`config.mk`:
```
export PLATFORM = sky130hd
export DESIGN_NAME = gpio_owner_ctrl
export DESIGN_NICKNAME = d
export VERILOG_FILES = /design/src/rtl/gpio_own_pkg.sv /design/src/rtl/gpio_own_sync.sv /design/src/rtl/gpio_own_regs.sv /design/src/rtl/gpio_own_pinmux.sv /design/src/rtl/gpio_owner_ctrl.sv
export SDC_FILE = /design/constraint.sdc
export NUM_CORES = 1
export LEC_CHECK = 0
export BUFFER_PORTS_ARGS = -buffer_cell sky130_fd_sc_hd__buf_2
export CAP_MARGIN = 20
export CORE_AREA = 4 4 186 188
export DETAILED_ROUTE_END_ITERATION = 10
export DIE_AREA = 0 0 190 192
export PLACE_DENSITY = 0.8
export REMOVE_ABC_BUFFERS = 1
export SETUP_SLACK_MARGIN = 0.1
export SLEW_MARGIN = 20
export SYNTH_ARGS = -nofsm -noshare
export SYNTH_HDL_FRONTEND = slang
export SYNTH_SLANG_ARGS = --single-unit
export TNS_END_PERCENT = 10
```
`constraint.sdc`:
```
create_clock -name clk -period 1.2 [get_ports clk]
set_input_delay 0.06 -clock clk [delete_from_list [all_inputs] [get_ports clk]]
set_output_delay 0.06 -clock clk [all_outputs]
set_load 0.005 [all_outputs]
```
`src/rtl/gpio_own_pkg.sv`:
```
package gpio_own_pkg;
  localparam int ADDR_W = 4;
  localparam int NFUNC  = 4;
  localparam int SEL_W  = $clog2(NFUNC);

  typedef enum logic [ADDR_W-1:0] {
    A_OWN   = 4'd0,
    A_SEL0  = 4'd1,
    A_SEL1  = 4'd2,
    A_OE    = 4'd3,
    A_VAL   = 4'd4,
    A_VSET  = 4'd5,
    A_VCLR  = 4'd6,
    A_ODEN  = 4'd7,
    A_LEVEL = 4'd8
  } reg_addr_e;
endpackage

```
`src/rtl/gpio_own_sync.sv`:
```
module gpio_own_sync #(
  parameter int WIDTH  = 32,
  parameter int STAGES = 2
) (
  input  logic             clk,
  input  logic             rst_n,
  input  logic [WIDTH-1:0] din,
  output logic [WIDTH-1:0] dout
);
  logic [STAGES-1:0][WIDTH-1:0] stg_q;

  always_ff @(posedge clk or negedge rst_n) begin
    if (!rst_n) begin
      stg_q <= '0;
    end else begin
      stg_q[0] <= din;
      for (int k = 1; k < STAGES; k++) stg_q[k] <= stg_q[k-1];
    end
  end

  assign dout = stg_q[STAGES-1];
endmodule

```
`src/rtl/gpio_own_regs.sv`:
```
module gpio_own_regs
  import gpio_own_pkg::*;
#(
  parameter int NPINS = 32
) (
  input  logic              clk,
  input  logic              rst_n,
  input  logic              wr,
  input  logic [ADDR_W-1:0] addr,
  input  logic [NPINS-1:0]  wdata,
  input  logic [NPINS-1:0]  lvl_sync,
  input  logic [NPINS-1:0]  irq_en,
  output logic [NPINS-1:0]  rdata,
  output logic [NPINS-1:0]  own_q,
  output logic [NPINS-1:0]  sel0_q,
  output logic [NPINS-1:0]  sel1_q,
  output logic [NPINS-1:0]  oe_q,
  output logic [NPINS-1:0]  val_q,
  output logic [NPINS-1:0]  od_q
);
  logic [NPINS-1:0] own_d, sel0_d, sel1_d, oe_d, val_d, od_d;

  // next-state
  always_comb begin
    own_d  = own_q;
    sel0_d = sel0_q;
    sel1_d = sel1_q;
    oe_d   = oe_q;
    val_d  = val_q;
    od_d   = od_q;
    case (reg_addr_e'(addr))
      A_OWN:  own_d  = wdata;
      A_SEL0: sel0_d = wdata;
      A_SEL1: sel1_d = wdata;
      A_OE:   oe_d   = wdata;
      A_VAL:  val_d  = wdata;
      A_VSET: val_d  = val_q | wdata;
      A_VCLR: val_d  = val_q & ~wdata;
      A_ODEN: od_d   = wdata;
      default: ;
    endcase
  end

  // state, enabled by the write strobe
  always_ff @(posedge clk or negedge rst_n) begin
    if (!rst_n) begin
      own_q  <= '1;
      sel0_q <= '0;
      sel1_q <= '0;
      oe_q   <= '0;
      val_q  <= '0;
      od_q   <= '0;
    end else if (wr) begin
      own_q  <= own_d;
      sel0_q <= sel0_d;
      sel1_q <= sel1_d;
      oe_q   <= oe_d;
      val_q  <= val_d;
      od_q   <= od_d;
    end
  end

  // read path
  always_comb begin
    rdata = '0;
    case (reg_addr_e'(addr))
      A_OWN:                rdata = own_q;
      A_SEL0:               rdata = sel0_q;
      A_SEL1:               rdata = sel1_q;
      A_OE:                 rdata = oe_q;
      A_VAL, A_VSET, A_VCLR: rdata = val_q;
      A_ODEN:               rdata = od_q;
      A_LEVEL:              rdata = lvl_sync & (own_q | irq_en);
      default:              rdata = '0;
    endcase
  end
endmodule

```
`src/rtl/gpio_own_pinmux.sv`:
```
module gpio_own_pinmux
  import gpio_own_pkg::*;
#(
  parameter int NPINS = 32
) (
  input  logic [NPINS-1:0]            own,
  input  logic [NPINS-1:0]            sel0,
  input  logic [NPINS-1:0]            sel1,
  input  logic [NPINS-1:0]            oe,
  input  logic [NPINS-1:0]            val,
  input  logic [NPINS-1:0]            od,
  input  logic [NFUNC-1:0][NPINS-1:0] fn_out,
  input  logic [NFUNC-1:0][NPINS-1:0] fn_oe,
  output logic [NPINS-1:0]            pad_out,
  output logic [NPINS-1:0]            pad_oe
);
  for (genvar g = 0; g < NPINS; g++) begin : g_pin
    logic [SEL_W-1:0] fsel;
    logic             drv_val;
    logic             drv_en;

    assign fsel    = {sel1[g], sel0[g]};
    assign drv_val = own[g] ? val[g] : fn_out[fsel][g];
    assign drv_en  = own[g] ? oe[g]  : fn_oe[fsel][g];
    // open-drain: high releases the pad, only low is driven
    assign pad_out[g] = drv_val & ~od[g];
    assign pad_oe[g]  = drv_en & ~(od[g] & drv_val);
  end
endmodule

```
`src/rtl/gpio_owner_ctrl.sv`:
```
module gpio_owner_ctrl
  import gpio_own_pkg::*;
#(
  parameter int NPINS = 32
) (
  input  logic                        clk,
  input  logic                        rst_n,
  input  logic                        bus_wr,
  input  logic [ADDR_W-1:0]           bus_addr,
  input  logic [NPINS-1:0]            bus_wdata,
  output logic [NPINS-1:0]            bus_rdata,
  input  logic [NFUNC-1:0][NPINS-1:0] fn_out,
  input  logic [NFUNC-1:0][NPINS-1:0] fn_oe,
  input  logic [NPINS-1:0]            irq_en,
  input  logic [NPINS-1:0]            pad_in,
  output logic [NPINS-1:0]            pad_out,
  output logic [NPINS-1:0]            pad_oe,
  output logic [NPINS-1:0]            fn_in
);
  localparam int SYNC_STAGES = 2;

  logic [NPINS-1:0] own_q, sel0_q, sel1_q, oe_q, val_q, od_q, lvl_sync;

  gpio_own_sync #(.WIDTH(NPINS), .STAGES(SYNC_STAGES)) u_sync (
    .clk(clk), .rst_n(rst_n), .din(pad_in), .dout(lvl_sync)
  );

  gpio_own_regs #(.NPINS(NPINS)) u_regs (
    .clk(clk), .rst_n(rst_n), .wr(bus_wr), .addr(bus_addr),
    .wdata(bus_wdata), .lvl_sync(lvl_sync), .irq_en(irq_en),
    .rdata(bus_rdata), .own_q(own_q), .sel0_q(sel0_q), .sel1_q(sel1_q),
    .oe_q(oe_q), .val_q(val_q), .od_q(od_q)
  );

  gpio_own_pinmux #(.NPINS(NPINS)) u_mux (
    .own(own_q), .sel0(sel0_q), .sel1(sel1_q), .oe(oe_q), .val(val_q),
    .od(od_q), .fn_out(fn_out), .fn_oe(fn_oe),
    .pad_out(pad_out), .pad_oe(pad_oe)
  );

  assign fn_in = lvl_sync;
endmodule

```
### Word level (Yosys, flattened, before mapping)

Index checks and enable logic that the tools add are counted.

| cells by class | value |
|---|---|
| $add $sub $neg | 0 |
| multiply operators | 0 |
| divide/modulo/power cells | 0 |
| $lt $le $gt $ge | 32 |
| equality and inequality tests | 8 |
| shifts and indexed selects | 0 |
| muxes and demuxes | 194 |
| bitwise logic cells | 165 |
| reduce and logical (&&, ||, !) cells | 9 |

Operator list:

| cell | number |
|---|---|
| $bmux 32 s2 | 64 |
| $pmux 32 s7 | 1 |
| $and 1x1->1 | 96 |
| $lt 2x3->1 const B | 32 |
| $pmux 32 s3 | 1 |
| $mux 1 | 66 |
| $and 32x32->32 | 2 |
| $mux 32 | 2 |
| $not 1->1 | 64 |
| $or 32x32->32 | 2 |
| $mux 31 | 2 |
| $mux 30 | 2 |
| $mux 29 | 2 |
| $mux 28 | 2 |
| $mux 27 | 2 |
| $mux 26 | 2 |
| $mux 25 | 2 |
| $mux 24 | 2 |
| $mux 23 | 2 |
| $mux 22 | 2 |
| $mux 21 | 2 |
| $mux 20 | 2 |
| $mux 19 | 2 |
| $mux 18 | 2 |
| other kinds (25) | 50 |

| storage, ports and cells | value |
|---|---|
| bits in registers | 256 |
| latch bits | 0 |
| RAM bits | 0 |
| memory bits (read-only) | 0 |
| input port bits | 359 |
| memories | 0 |

### Logic depth before layout (Yosys ltp)

Gate-level depths: netlist (run 1).

| depth | value |
|---|---|
| word-level depth | 6 |
| gate-level depth with buffers | 7 |
| mapped depth without buffers | 3 |

### By module

From an unflattened synthesis (run 1), not the netlist that was laid out.

| unflattened totals | value |
|---|---|
| cells, all modules | 1357 |
| area total of the unflattened synthesis | 14994.4 µm² |

By module, submodules not included:

| module | instances | cells each | area each (µm²) |
|---|---|---|---|
| gpio_own_regs | 1 | 842 | 10158.5 |
| gpio_own_pinmux | 1 | 419 | 2994.1 |
| gpio_own_sync | 1 | 96 | 1841.8 |

### Worst setup path before layout (run 1)

Ideal clock, no wire load.

| path | value |
|---|---|
| kind | register to output |
| from | register u_regs.sel0_q[20] |
| to | output pad_oe[20] |
| data arrival time | 1414 ps |
| slack | -274 ps |
| stages on the path, launching flop included | 5 |
| buffers on the path | 1 |
| path through | dfrtp_1 clkbuf_1 mux2_2 and4_1 nor4_1 |

| on the way | value |
|---|---|
| cells in the longest elaborated chain, start to end | 6 |
| elaborated cells between the ends (all ways) | 9 |

Ends and longest elaborated chain:

| item | RTL line | RTL |
|---|---|---|
| start, declared | gpio_own_regs.sv:15 | `output logic [NPINS-1:0] sel0_q,` |
| start signal, assigned | gpio_own_regs.sv:55 | `sel0_q <= sel0_d;` |
| $bmux 32 s2 | gpio_own_pinmux.sv:23 | `assign drv_val = own[g] ? val[g] : fn_out[fsel][g];` |
| $mux 21 (implied by the code) | gpio_own_pinmux.sv:23 |  |
| $mux 1 | gpio_own_pinmux.sv:23 |  |
| $and 1x1->1 | gpio_own_pinmux.sv:27 | `assign pad_oe[g] = drv_en & ~(od[g] & drv_val);` |
| $not 1->1 | gpio_own_pinmux.sv:27 |  |
| $and 1x1->1 (*) | gpio_own_pinmux.sv:27 |  |
| end, declared | gpio_owner_ctrl.sv:17 | `output logic [NPINS-1:0] pad_oe,` |

Mark *: on every way between the ends. The rest lies on a longest branch, timed or not. The select of a mux whose other input is x is not followed.

### Worst setup path after layout (run 1)

| path | value |
|---|---|
| from | register u_regs.sel0_q[14] |
| to | output pad_oe[14] |

| on the way | value |
|---|---|
| cells in the longest elaborated chain, start to end | 6 |
| elaborated cells between the ends (all ways) | 9 |

Ends and longest elaborated chain:

| item | RTL line |
|---|---|
| $bmux 32 s2 | gpio_own_pinmux.sv:23 |
| $mux 15 (implied by the code) | gpio_own_pinmux.sv:23 |
| $mux 1 | gpio_own_pinmux.sv:23 |
| $and 1x1->1 | gpio_own_pinmux.sv:27 |
| $not 1->1 | gpio_own_pinmux.sv:27 |
| $and 1x1->1 (*) | gpio_own_pinmux.sv:27 |

Marked as above.

==> results of run 1 <==
-- path summary, 6_finish.rpt --
check / to
worst max-delay path: pad_oe[14]
worst min-delay path: u_sync.stg_q[20]$_DFF_PN0_
worst max register to register: u_regs.sel0_q[26]$_DFFE_PN0P_
worst min register to register: u_sync.dout[14]$_DFF_PN0_
max in group asynchronous: u_regs.sel0_q[2]$_DFFE_PN0P_
min in group asynchronous: u_regs.sel0_q[5]$_DFFE_PN0P_
-- repair_timing --
action | CTS | global route
pin swaps | 33 | 60
setup endpoints to repair | 158 | 161
resized for setup | 129 | 121
buffers inserted | 9 | 18
hold buffers | 65 | 2
gates cloned | 0 | 0
endpoints found under the hold margin | 465 | 7
-- logic make-up (layout without fill, tap and decap cells) --
| logic type | count (synthesis) | after routing |
|---|---|---|
| AO/OA/AOI/OAI | 274 | 274 |
| buffers and inverters | 150 | 869 |
| flip-flops | 256 | 256 |
| multiplexers | 359 | 359 |
| other | 0 | 1 |
| AND/OR/NAND/NOR | 282 | 282 |
-- flip-flops by register name, indices dropped and copies added, names as in the netlist --
register / flops
u_regs.own_q: 32
u_regs.oe_q: 32
u_regs.od_q: 32
u_regs.sel1_q: 32
u_regs.sel0_q: 32
u_sync.dout: 32
u_regs.val_q: 32
u_sync.stg_q: 32
-- cell usage in the layout, fill, tap and decap left out, types with 11 or more instances in the layout --
master,count
mux2i_1,110
buf_12,21
dfstp_2,32
buf_6,38
o21ai_0,13
a21boi_0,29
mux2i_4,11
mux2_4,38
nor4b_2,17
nand2_1,53
o21ai_2,12
mux2i_2,31
nor2b_1,32
buf_4,205
mux2_2,152
o221ai_2,15
nand2b_1,27
nor2_1,30
nor4b_1,29
nand3b_1,44
clkbuf_16,29
o32ai_1,13
o211ai_1,41
o22a_1,31
buf_2,480
a22o_1,32
dlygate4sd3_1,67
dfrtp_1,193
a32o_1,19
dfrtp_2,31
a22oi_1,16
-- stage by stage --
stage	utilization	TNS, ps	hold slack [ps]	worst slack (ps)	instances
3_3_place_gp	0.590	-78260	-48.6	-461	2344
2_1_floorplan	-	-264580	-236	-3030	1176
3_5_place_dp	0.590	-86690	-47.9	-514	2344
4_1_cts	0.655	-63790	-43.1	-923	2470
6_report	0.676	-65960	152	-885	2489
5_1_grt	0.676	-74430	141	-937	2488
-- layer usage --
metal | global-route usage | wire, µm | up-vias
li1 | - | - | 6440
met1 | 0.354 | 21600 | 7443
met2 | 0.493 | 29100 | 907
met3 | 0.0458 | 4690 | 249
met4 | 0.138 | 3100 | 4
met5 | 0 | 30 | -
-- cell type report --
class	count	area, µm²
Fill cell	2219	10700
Multi-Input combinational cell	915	8870
Sequential cell	256	6480
Timing Repair Buffer	812	5480
Clock buffer	37	796
Tap cell	448	561
Clock inverter	15	185
Inverter	5	18.8
Antenna cell	1	2.50
-- worst max-delay path: stages, from the launching register on --
cell and delay, ps:
dfrtp_2 520, mux2i_2 310, buf_4 170, nor4b_2 50
nor4b_2 260, buf_2 180
-- power groups by stage --
stage	registers, mW	clock network [mW]	logic [mW]
2_1_floorplan	12.3	0	5.33
3_3_place_gp	12.4	0	10.8
3_5_place_dp	12.5	0	11.1
4_1_cts	12.5	9.35	12.0
5_1_grt	13.0	9.71	14.0
6_report	12.8	9.21	13.2
==> results.md, run 1 <==
- The run finished, with violations left.
- The checks that failed: negative setup slack.
- The final total power is 35.2 mW.
- The arrival time of data at the critical path endpoint is 2020 ps.
- The detailed router finished its first iteration with 1013 violations.
- Setup repair after global routing could not meet its margin everywhere.
- The reg-to-reg startpoint is u_regs.sel0_q[26]$_DFFE_PN0P_.
- The clock-pin transition on the worst setup and hold timing paths is 60 ps.
- Of the total power, combinational logic draws 0.375.
- The count of buffers added on input and output ports is 486.
- The share of synthesized area in the top cell type comes to 0.368.
- Yosys mapped the design onto 50 distinct sky130hd cell types.
- The total overflow left after global routing is 0.
- The share of total power dissipated in the clock network is 0.262.
- The start point of the critical path is u_regs.sel0_q[14]$_DFFE_PN0P_.
- The worst setup path is of the reg2out kind.
- VDD sags by at most 1.50 mV.
- Of the total synthesized cell area, the portion taken by XOR and XNOR cells is 0.
- The area of the core is 33100 µm².
- The number of warnings reported in the yosys synthesis log is 0.
- The sequential power share is 0.363.
- The synthesized-area fraction occupied by and/or/nand/nor cells is 0.117.
- The complex-gate fraction of the synthesized area was 0.142.
- The fraction of synthesis flops using an asynchronous set or reset pin is 1.00.
- The share of synthesized area spent on multiplexers is 0.268.
- The synthesized netlist cell count is 1321.
- The number of cells on the worst hold path is 2.
- The total wire length after detailed routing is 58500 µm.
- The largest fanout on the critical path is 6.
- After synthesis the cells add up to 15200 µm².
- The path depth of the worst reg2reg path is 3.
- The launching element type of the critical path is a flip-flop.
- The final-report max-slew violation count is 0.
- The global-route wire length before repair is 83700 µm.
- Of the available clock period, the critical path in the final layout requires 1.74.
- The worst hold path class is in2reg.
- The number of synthesized register bits is 256.
- The number of nets still failing antenna checks after routing is 0.
- The total global-route track usage is 0.287.
- The transition at the pin with the smallest max-transition slack is 1010 ps.
- The sequential-to-total area share from yosys stat is 0.423.
- The maximum clock frequency is 480 MHz.
- Of the total synthesized cell area, the portion taken by full adders, half adders and majority gates is 0.
- In this run the core area contains 67 standard-cell rows.
- The pin count of the biggest net entering global routing is 58.
- The clock tree from TritonCTS is done.
- By count the netlist is led by dfrtp_1, mux2_2, mux2i_1, clkbuf_1, nand2_1.
- Counting the buffers created by CTS gives 28.
- Among all flip-flop cells after synthesis, the most frequent one is dfrtp_1.
- The cell area reported after detailed placement is 19600 µm².
- The estimated wirelength of the detail-placed design is 39800 µm.
- The number of hold-slack violations in the final timing report was 0.
- Ranked by total cell area, the synthesized netlist is headed by dfrtp_1, mux2_2, mux2i_1.
- For this run, the post-layout net count is 2377.
- The routed design could run at a clock period as short as 2080 ps.
- The clock tree root driver cell is clkbuf_16.
- The worst pin sits at a relative slew slack of 0.326.
- The setup-violating endpoint count in the final report is 118.
- At the end of routability-driven placement, the weighted congestion stood at 0.926.
- For this design the static power due to leakage is 10.2 nW.
- The endpoint type of the worst setup path is an output pin.
- By instance count, the leading cell after synthesis is dfrtp_1.
- The average instance in the mapped netlist occupies 11.5 µm².
- The number of antenna violations at the first check in global routing came to 3.
- Measured along the y axis, the die boundary spans 192 µm.
- The die footprint is 36500 µm².
- The via count of the first global-routing pass is 15389.
- The maximum level of the CTS H-tree is 1.
- The required time of the critical path is 1140 ps.
- The mean number of vias per cell is 6.04.
- The initial utilization of the core area, before any placement, comes to 0.460.
- Across all layers, the routed design uses 15043 vias.
- dfrtp_1 takes more of the synthesized area than any other cell.
- The first TritonRoute pass finished after 5 iterations.
- For the worst-skew pair, the clock arrives at the later sink with an insertion delay of 530 ps.
- After routing the design area is 22400 µm².
- Measured along the x axis, the die boundary spans 190 µm.
- Of the total power, the share spent switching nets is 0.326.
- For flop-to-flop paths, the worst setup slack is 80 ps.
- Pin placement for this block handled 487 I/O pins.
- The hold path startpoint is pad_in[20].
- The number of synthesized flops with an enable pin is 0.
- The area growth from synthesis to layout is 47.0%.
- The clock arrives with 3.27 ps of skew.
- After synthesis, the largest family of logic cells by area is multiplexers.
- The total power density per cell area is 1570 nW/µm².
- The switching power of the nets is 11.5 mW.
- The tree built by TritonCTS fans out to 256 sinks.
- The post-detailed-route wirelength per cell is 23.5 µm.
- The count of unresolved DRC violations after routing is 0.
- In this run the deepest clock path goes through 3 buffers.
- The internal power of the cells is 23.7 mW.
- Across all setup checks in the final design, the least slack found is -885 ps.
- Across the run, the number of max-cap violations was 0.
- The share of post-route cells with drive strength above 1 is 0.586.
Note: power is estimated with default switching activity, not from simulation.
==> run 2: changes to the inputs <==
- CORE_AREA: 4 4 186 188 -> 4 4 189 191
- DIE_AREA: 0 0 190 192 -> 0 0 193 195
- PLACE_DENSITY: 0.8 -> 0.75
- clock period: 1.2 -> 2 ns (I/O delays scaled with it)
==> run 2 against run 1 <==
Compared with the run above: the run still ends with negative setup slack left; register-to-register slack improved by 880 ps; cell count decreased by 7.6%; global-route usage decreased by 2.7 points.
==> results.md, run 2 (synthesized netlist as in run 1, its figures left out) <==
- The maximum level of the CTS H-tree is 1 (unchanged).
- The largest vdd supply drop is 0.577 mV (-61%).
- The die boundary height is 195 µm (+1.6%).
- The initial core utilization is 0.446 (-0.0135).
- The final worst setup slack is -162 ps (+723 ps).
- The cell area reported after detailed placement came to 17900 µm² (-8.2%).
- The tree is rooted in a clkbuf_16.
- The library cell contributing the largest single delay on the critical path is mux4_2.
- The met2 routing resource usage after global routing came to 0.443 (-0.0505).
- The instance count on the critical path is 4 (-1).
- The area of all placed cells without fillers was 20200 µm² (-9.8%).
- The transition at the pin with the smallest max-transition slack was 989 ps (-19.6 ps).
- The share of post-route cells with drive strength above 1 was 0.509 (-0.0768).
- The mean number of vias per cell is 5.95 (-1.6%).
- The area of the core came to 34100 µm² (+3.0%).
- The largest fanout on the critical path is 2 (-4).
- The maximum cell stage delay along the critical path is 520 ps (about the same).
- The cell count after placement is 2161 (-7.8%).
- The signal on the critical path passes through mux4_2 > and3b_1 > nor4_2 > buf_2.
- The setup-violating endpoint count in the final report is 13 (-89%).
- The number of clock sinks seen by CTS is 256 (unchanged).
- In this run the worst hold path is classified as in2async.
- The area of the multi-input gates is 8510 µm² (-4.1%).
- The met3 routing resource usage after global routing is 0.0461 (+0.000319).
- The top-level port count came to 487 (unchanged).
- In this run the most used layer during global routing was met2.
- Timing would allow up to 463 MHz.
- The worst setup path is launched from a flip-flop.
- The number of hold-slack violations in the final timing report is 0 (unchanged).
- The reg-to-reg startpoint is u_regs.sel0_q[14]$_DFFE_PN0P_.
- Of the available clock period, the critical path in the final layout requires 1.08.
- The final total power is 19.1 mW (-46%).
- The final-report max-slew violation count is 0 (unchanged).
- From synthesis to final layout, the design area changed by 32.6%.
- The count of unresolved DRC violations after routing is 0 (unchanged).
- The buffer depth of the longest clock path is 3 (unchanged).
- Setup repair after global routing could not meet its margin everywhere.
- The count of standard-cell rows came to 68 (+1.5%).
- The area taken by flip-flops and latches is 6480 µm² (about the same).
- Among cell families on the critical path, the largest total delay comes from multiplexers.
- The number of fill cells in the layout is 2753 (+24%).
- The minimum period implied by the final worst setup slack is 2160 ps.
- The path depth of the worst reg2reg path was 2 (-1).
- The number of antenna violations at the first check in global routing was 11 (+8).
- The worst-case setup slack after placement is 162 ps (+675 ps).
- The checks that failed: negative setup slack.
- The total overflow reported by the global router is 0 (unchanged).
- The die width is 193 µm (+1.6%).
- The reported max-cap violation count is 0 (unchanged).
- The die footprint came to 37600 µm² (+3.2%).
- The total number of nets in the final design came to 2174 (-8.5%).
- The via count of the first global-routing pass was 14151 (-8.0%).
- The total wire length after detailed routing was 52100 µm (-11%).
- The arrival time of data at the critical path endpoint is 2060 ps (+40 ps).
- The total number of vias was 13675 (-9.1%).
- The number of nets still failing antenna checks after routing is 0 (unchanged).
- The total power density per cell area came to 948 nW/µm² (-40%).
- The clock-pin transition on the worst setup and hold timing paths is 60 ps (about the same).
- The start point of the critical path is u_regs.sel0_q[3]$_DFFE_PN0P_.
- The post-detailed-route wirelength per cell is 22.7 µm (-3.5%).
- The worst-skew pair later-pin latency is 540 ps (about the same).
- The clock tree from TritonCTS is done.
- The length of the first detailed-routing pass in iterations is 6 (+1).
- The required time of the critical path came to 1900 ps (+760 ps).
- The critical path in this run is classified as reg2out.
- The post-route core utilization came to 0.592 (-0.0841).
- The number of cells in the finished layout apart from fillers is 2300 (-7.6%).
- The most common library cell in the layout ignoring fill and taps is buf_2.
- The estimated wirelength of the detail-placed design is 36600 µm (-7.9%).
- The number of buffers created by CTS came to 30 (+7.1%).
- The worst relative slew slack is 0.339 (+0.0131).
- The combined buffer and inverter count along the critical path is 1 (-1).
- The final weighted congestion in routability-driven placement came to 0.879 (-5.1%).
- The first-iteration detailed-routing DRC count is 1121 (+11%).
- The worst setup path is captured at an output pin.
- The pin count of the biggest net entering global routing is 55 (-5.2%).
- The number of buffer cells added on primary ports is 486 (unchanged).
- The top cell types in the final layout, fill and taps aside, are buf_2, dfrtp_1, mux2_2, mux2i_1, dlygate4sd3_1.
- The clock tree skew after final layout is 3.94 ps (+0.669 ps).
- The global-route wire length before repair is 78600 µm (-6.0%).
- The leakage power summed over all cells is 9.05 nW (-12%).
- The flow ran to the end, but the final reports show violations.
- The global routing usage on met1 is 0.332 (-0.0215).
- The total global-route track usage is 0.260 (-0.0265).
-- run 2: final cells by class --
type / instances / share of cell area
Inverter: 5 / 0.000929
Tap cell: 455 / 0.0282
Antenna cell: 8 / 0.000991
Clock inverter: 12 / 0.00483
Clock buffer: 42 / 0.0444
Timing Repair Buffer: 607 / 0.179
Multi-Input combinational cell: 915 / 0.421
Sequential cell: 256 / 0.321
-- run 2: worst paths after layout --
path,to,slack (ps)
setup / recovery,pad_oe[3],-160
hold / removal,u_regs.oe_q[24]$_DFFE_PN0P_,80
setup reg to reg,u_regs.sel0_q[14]$_DFFE_PN0P_,960
hold reg to reg,u_sync.dout[26]$_DFF_PN0_,350
max in group asynchronous,u_regs.own_q[7]$_DFFE_PN1P_,1130
min in group clk,u_sync.stg_q[31]$_DFF_PN0_,190
-- run 2: layer usage --
| layer | wire [µm] | up-vias |
|---|---|---|
| met2 | 25400 | 656 |
| li1 | - | 6033 |
| met5 | 38 | - |
| met3 | 3890 | 154 |
| met4 | 2030 | 6 |
| met1 | 20700 | 6826 |
-- run 2: stage by stage --
step,TNS (ps),hold WS [ps]
global placement,0,55.8
CTS,-1040,94.8
detailed placement,0,70.5
finish,-575,82.4
floorplan,-109780,-196
global route,-2180,115
-- run 2: where the power goes --
group          internal, mW  total (mW)  switching [mW]
clock network          3.24        5.46            2.22
logic                  3.40        5.72            2.32
registers              6.29        7.96            1.67
total                  12.9        19.1            6.22
-- run 2: repair_timing --
action / CTS / global route
setup buffers: 8 / 4
setup endpoints to repair: 58 / 66
hold endpoints to repair: 453 / 0
resized for setup: 68 / 59
pin swaps: 40 / 34
hold buffers: 65 / 0
==> run 3: changes to the inputs <==
- BUFFER_PORTS_ARGS: -buffer_cell sky130_fd_sc_hd__buf_2 -> -buffer_cell sky130_fd_sc_hd__buf_4
==> run 3 against run 2 <==
Compared with the run above: the run still ends with negative setup slack left; largest power group unchanged; maximum frequency is 0.16% higher; sequential share of layout area is 2.1 points lower; power is 5.1% higher; critical path depth stayed put; first-iteration DRC count is 29% lower; final area is 7.0% higher.
==> results.md, run 3 (synthesized netlist as in run 1, its figures left out) <==
- The start point of the critical path is u_regs.sel0_q[3]$_DFFE_PN0P_.
- The final-report max-slew violation count is 0 (unchanged).
- The number of clock sinks seen by CTS is 256 (unchanged).
- The path depth of the worst reg2reg path came to 2 (unchanged).
- The worst hold path class is in2async.
- The final weighted congestion in routability-driven placement is 0.843 (-4.1%).
- The number of buffers created by CTS was 28 (-6.7%).
- The category of the critical setup timing path is reg2out.
- The top-level port count is 487 (unchanged).
- The total number of vias came to 13564 (-0.81%).
- The number of antenna violations at the first check in global routing is 2 (-9).
- The total power density per cell area came to 930 nW/µm² (-1.8%).
- The worst setup path is captured at an output pin.
- The count of unresolved DRC violations after routing is 0 (unchanged).
- The reported max-cap violation count is 0 (unchanged).
- The area growth from synthesis to layout is 42.0%.
- The final reports fail on negative setup slack.
- In the layout the commonest cells are buf_4, dfrtp_1, mux2_2, mux2i_1, dlygate4sd3_1.
- The largest fanout on the critical path was 2 (unchanged).
- The total global-route track usage was 0.263 (+0.00220).
- The worst-skew pair later-pin latency was 540 ps (about the same).
- The number of nets still failing antenna checks after routing is 0 (unchanged).
- The library cell contributing the largest single delay on the critical path is mux4_2.
- The number of hold-slack violations in the final timing report is 0 (unchanged).
- The setup-violating endpoint count in the final report is 10 (-3).
- The combined buffer and inverter count along the critical path was 1 (unchanged).
- Walking the worst path, the cells encountered are mux4_2 > and3b_1 > nor4_1 > buf_4.
- The transition at the pin with the smallest max-transition slack is 852 ps (-137 ps).
- The minimum period implied by the final worst setup slack was 2160 ps (-3.45 ps).
- The part of the cycle the worst path needs came to 1.08 (-0.00173).
- The leakage power summed over all cells was 9.54 nW (+5.4%).
- The clock tree skew after final layout came to 5.27 ps (+1.33 ps).
- The critical path's top delay family is multiplexers.
- The total overflow reported by the global router is 0 (unchanged).
- The total wire length after detailed routing is 52900 µm (+1.5%).
- The clock tree from TritonCTS is done.
- The reg-to-reg startpoint is u_regs.sel0_q[21]$_DFFE_PN0P_.
- The capturing instance or port of the critical path is pad_oe[3].
- The arrival time of data at the critical path endpoint is 2060 ps (about the same).
- The area of the core is 34100 µm² (unchanged).
- The maximum level of the CTS H-tree is 1 (unchanged).
- The maximum cell stage delay along the critical path is 540 ps (+20 ps).
- In this run the critical register-to-register path is captured at u_regs.sel0_q[21]$_DFFE_PN0P_.
- The worst relative slew slack came to 0.432 (+0.0929).
- The buffer depth of the longest clock path was 3 (unchanged).
- The initial core utilization is 0.446 (unchanged).
- The clock-pin transition on the worst setup and hold timing paths came to 60 ps (about the same).
- The total number of nets in the final design is 2182 (+0.37%).
- The share of post-route cells with drive strength above 1 is 0.513 (+0.00376).
- The final total power is 20.1 mW (+5.1%).
- The die footprint was 37600 µm² (unchanged).
- The first-iteration detailed-routing DRC count is 794 (-29%).
- The run finished, with violations left.
- The instance count on the critical path is 4 (unchanged).
- The cell area reported after detailed placement is 19300 µm² (+7.4%).
- The register-to-register setup slack is 1020 ps (+60 ps).
- In this run the clock root is driven by a clkbuf_16.
- The length of the first detailed-routing pass in iterations came to 5 (-1).
- The worst setup path is launched from a flip-flop.
- The count of standard-cell rows came to 68 (unchanged).
- The largest vdd supply drop is 0.677 mV (+17%).
- The mean number of vias per cell is 5.89 (-0.90%).
- The area of all placed cells without fillers is 21600 µm² (+7.0%).
- The setup total negative slack is -614 ps (-39.6 ps).
- The die width was 193 µm (unchanged).
- The pin count of the biggest net entering global routing is 79 (+44%).
- The number of buffer cells added on primary ports is 486 (unchanged).
- The via count of the first global-routing pass is 14110 (-0.29%).
- The die boundary height is 195 µm (unchanged).
- The maximum clock frequency is 463 MHz (+0.16%).
- The global-route wire length before repair was 79100 µm (+0.52%).
- The final worst setup slack is -159 ps (+3.45 ps).
- The required time of the critical path was 1900 ps (about the same).
- Setup repair after global routing could not meet its margin everywhere.
- The estimated wirelength of the detail-placed design is 37000 µm (+1.1%).
- The post-detailed-route wirelength per cell is 23.0 µm (+1.4%).
- The library cell used most frequently in the layout, excluding fill and tap cells, is buf_4.
-- run 3: per-layer routing --
layer	track usage	up-vias	part of all wire
li1	-	6038	-
met1	0.331	6760	0.39
met2	0.454	620	0.50
met3	0.0366	146	0.070
met4	0.106	0	0.044
met5	0	-	0
-- run 3: what timing repair did --
action / CTS / global route
setup endpoints to repair: 66 / 74
setup buffers: 5 / 10
resized for setup: 80 / 60
pin swaps: 38 / 38
hold buffers: 65 / 0
endpoints found under the hold margin: 322 / 0
-- run 3: through the flow --
| step | cells | hold WS (ps) | utilization | worst slack, ps |
|---|---|---|---|---|
| 2_1_floorplan | 1176 | -196 | - | -2270 |
| 3_3_place_gp | 2168 | 137 | 0.565 | 185 |
| 3_5_place_dp | 2168 | 140 | 0.565 | 173 |
| 4_1_cts | 2290 | 169 | 0.623 | -188 |
| 5_1_grt | 2301 | 199 | 0.634 | -222 |
| 6_report | 2302 | 147 | 0.634 | -159 |
-- run 3: how the worst min path moves through the flow --
| stage | end | slack (ps) | cells after the start |
|---|---|---|---|
| after global routing | u_sync.stg_q[19]$_DFF_PN0_ | 200 | 2 |
| final | u_regs.od_q[8]$_DFFE_PN0P_ | 150 | 2 |
| after detailed placement | u_sync.dout[8]$_DFF_PN0_ | 140 | 1 |
| after CTS | u_regs.sel1_q[8]$_DFFE_PN0P_ | 170 | 2 |
| after global placement | u_sync.stg_q[8]$_DFF_PN0_ | 140 | 1 |
| after floorplan | u_regs.od_q[0]$_DFFE_PN0P_ | -200 | 0 |
-- run 3: final cells by class --
cell class / count / area [µm²]
Fill cell: 2683 / 12500
Clock inverter: 9 / 199
Antenna cell: 2 / 5.00
Clock buffer: 43 / 838
Sequential cell: 256 / 6480
Multi-Input combinational cell: 915 / 8550
Inverter: 5 / 18.8
Timing Repair Buffer: 617 / 4970
Tap cell: 455 / 569
-- run 3: power by group --
group          internal [mW]  switching (mW)  leakage [nW]  total [mW]
clock network           3.65            2.14         0.507        5.79
logic                   3.99            2.39          6.01        6.38
registers               6.29            1.67          3.02        7.95
total                   13.9            6.19          9.54        20.1
-- run 3: worst reg2reg max path, stage by stage (launching register included) --
cell     delay [ps]
dfrtp_2         450
buf_4           160
mux2_2          250
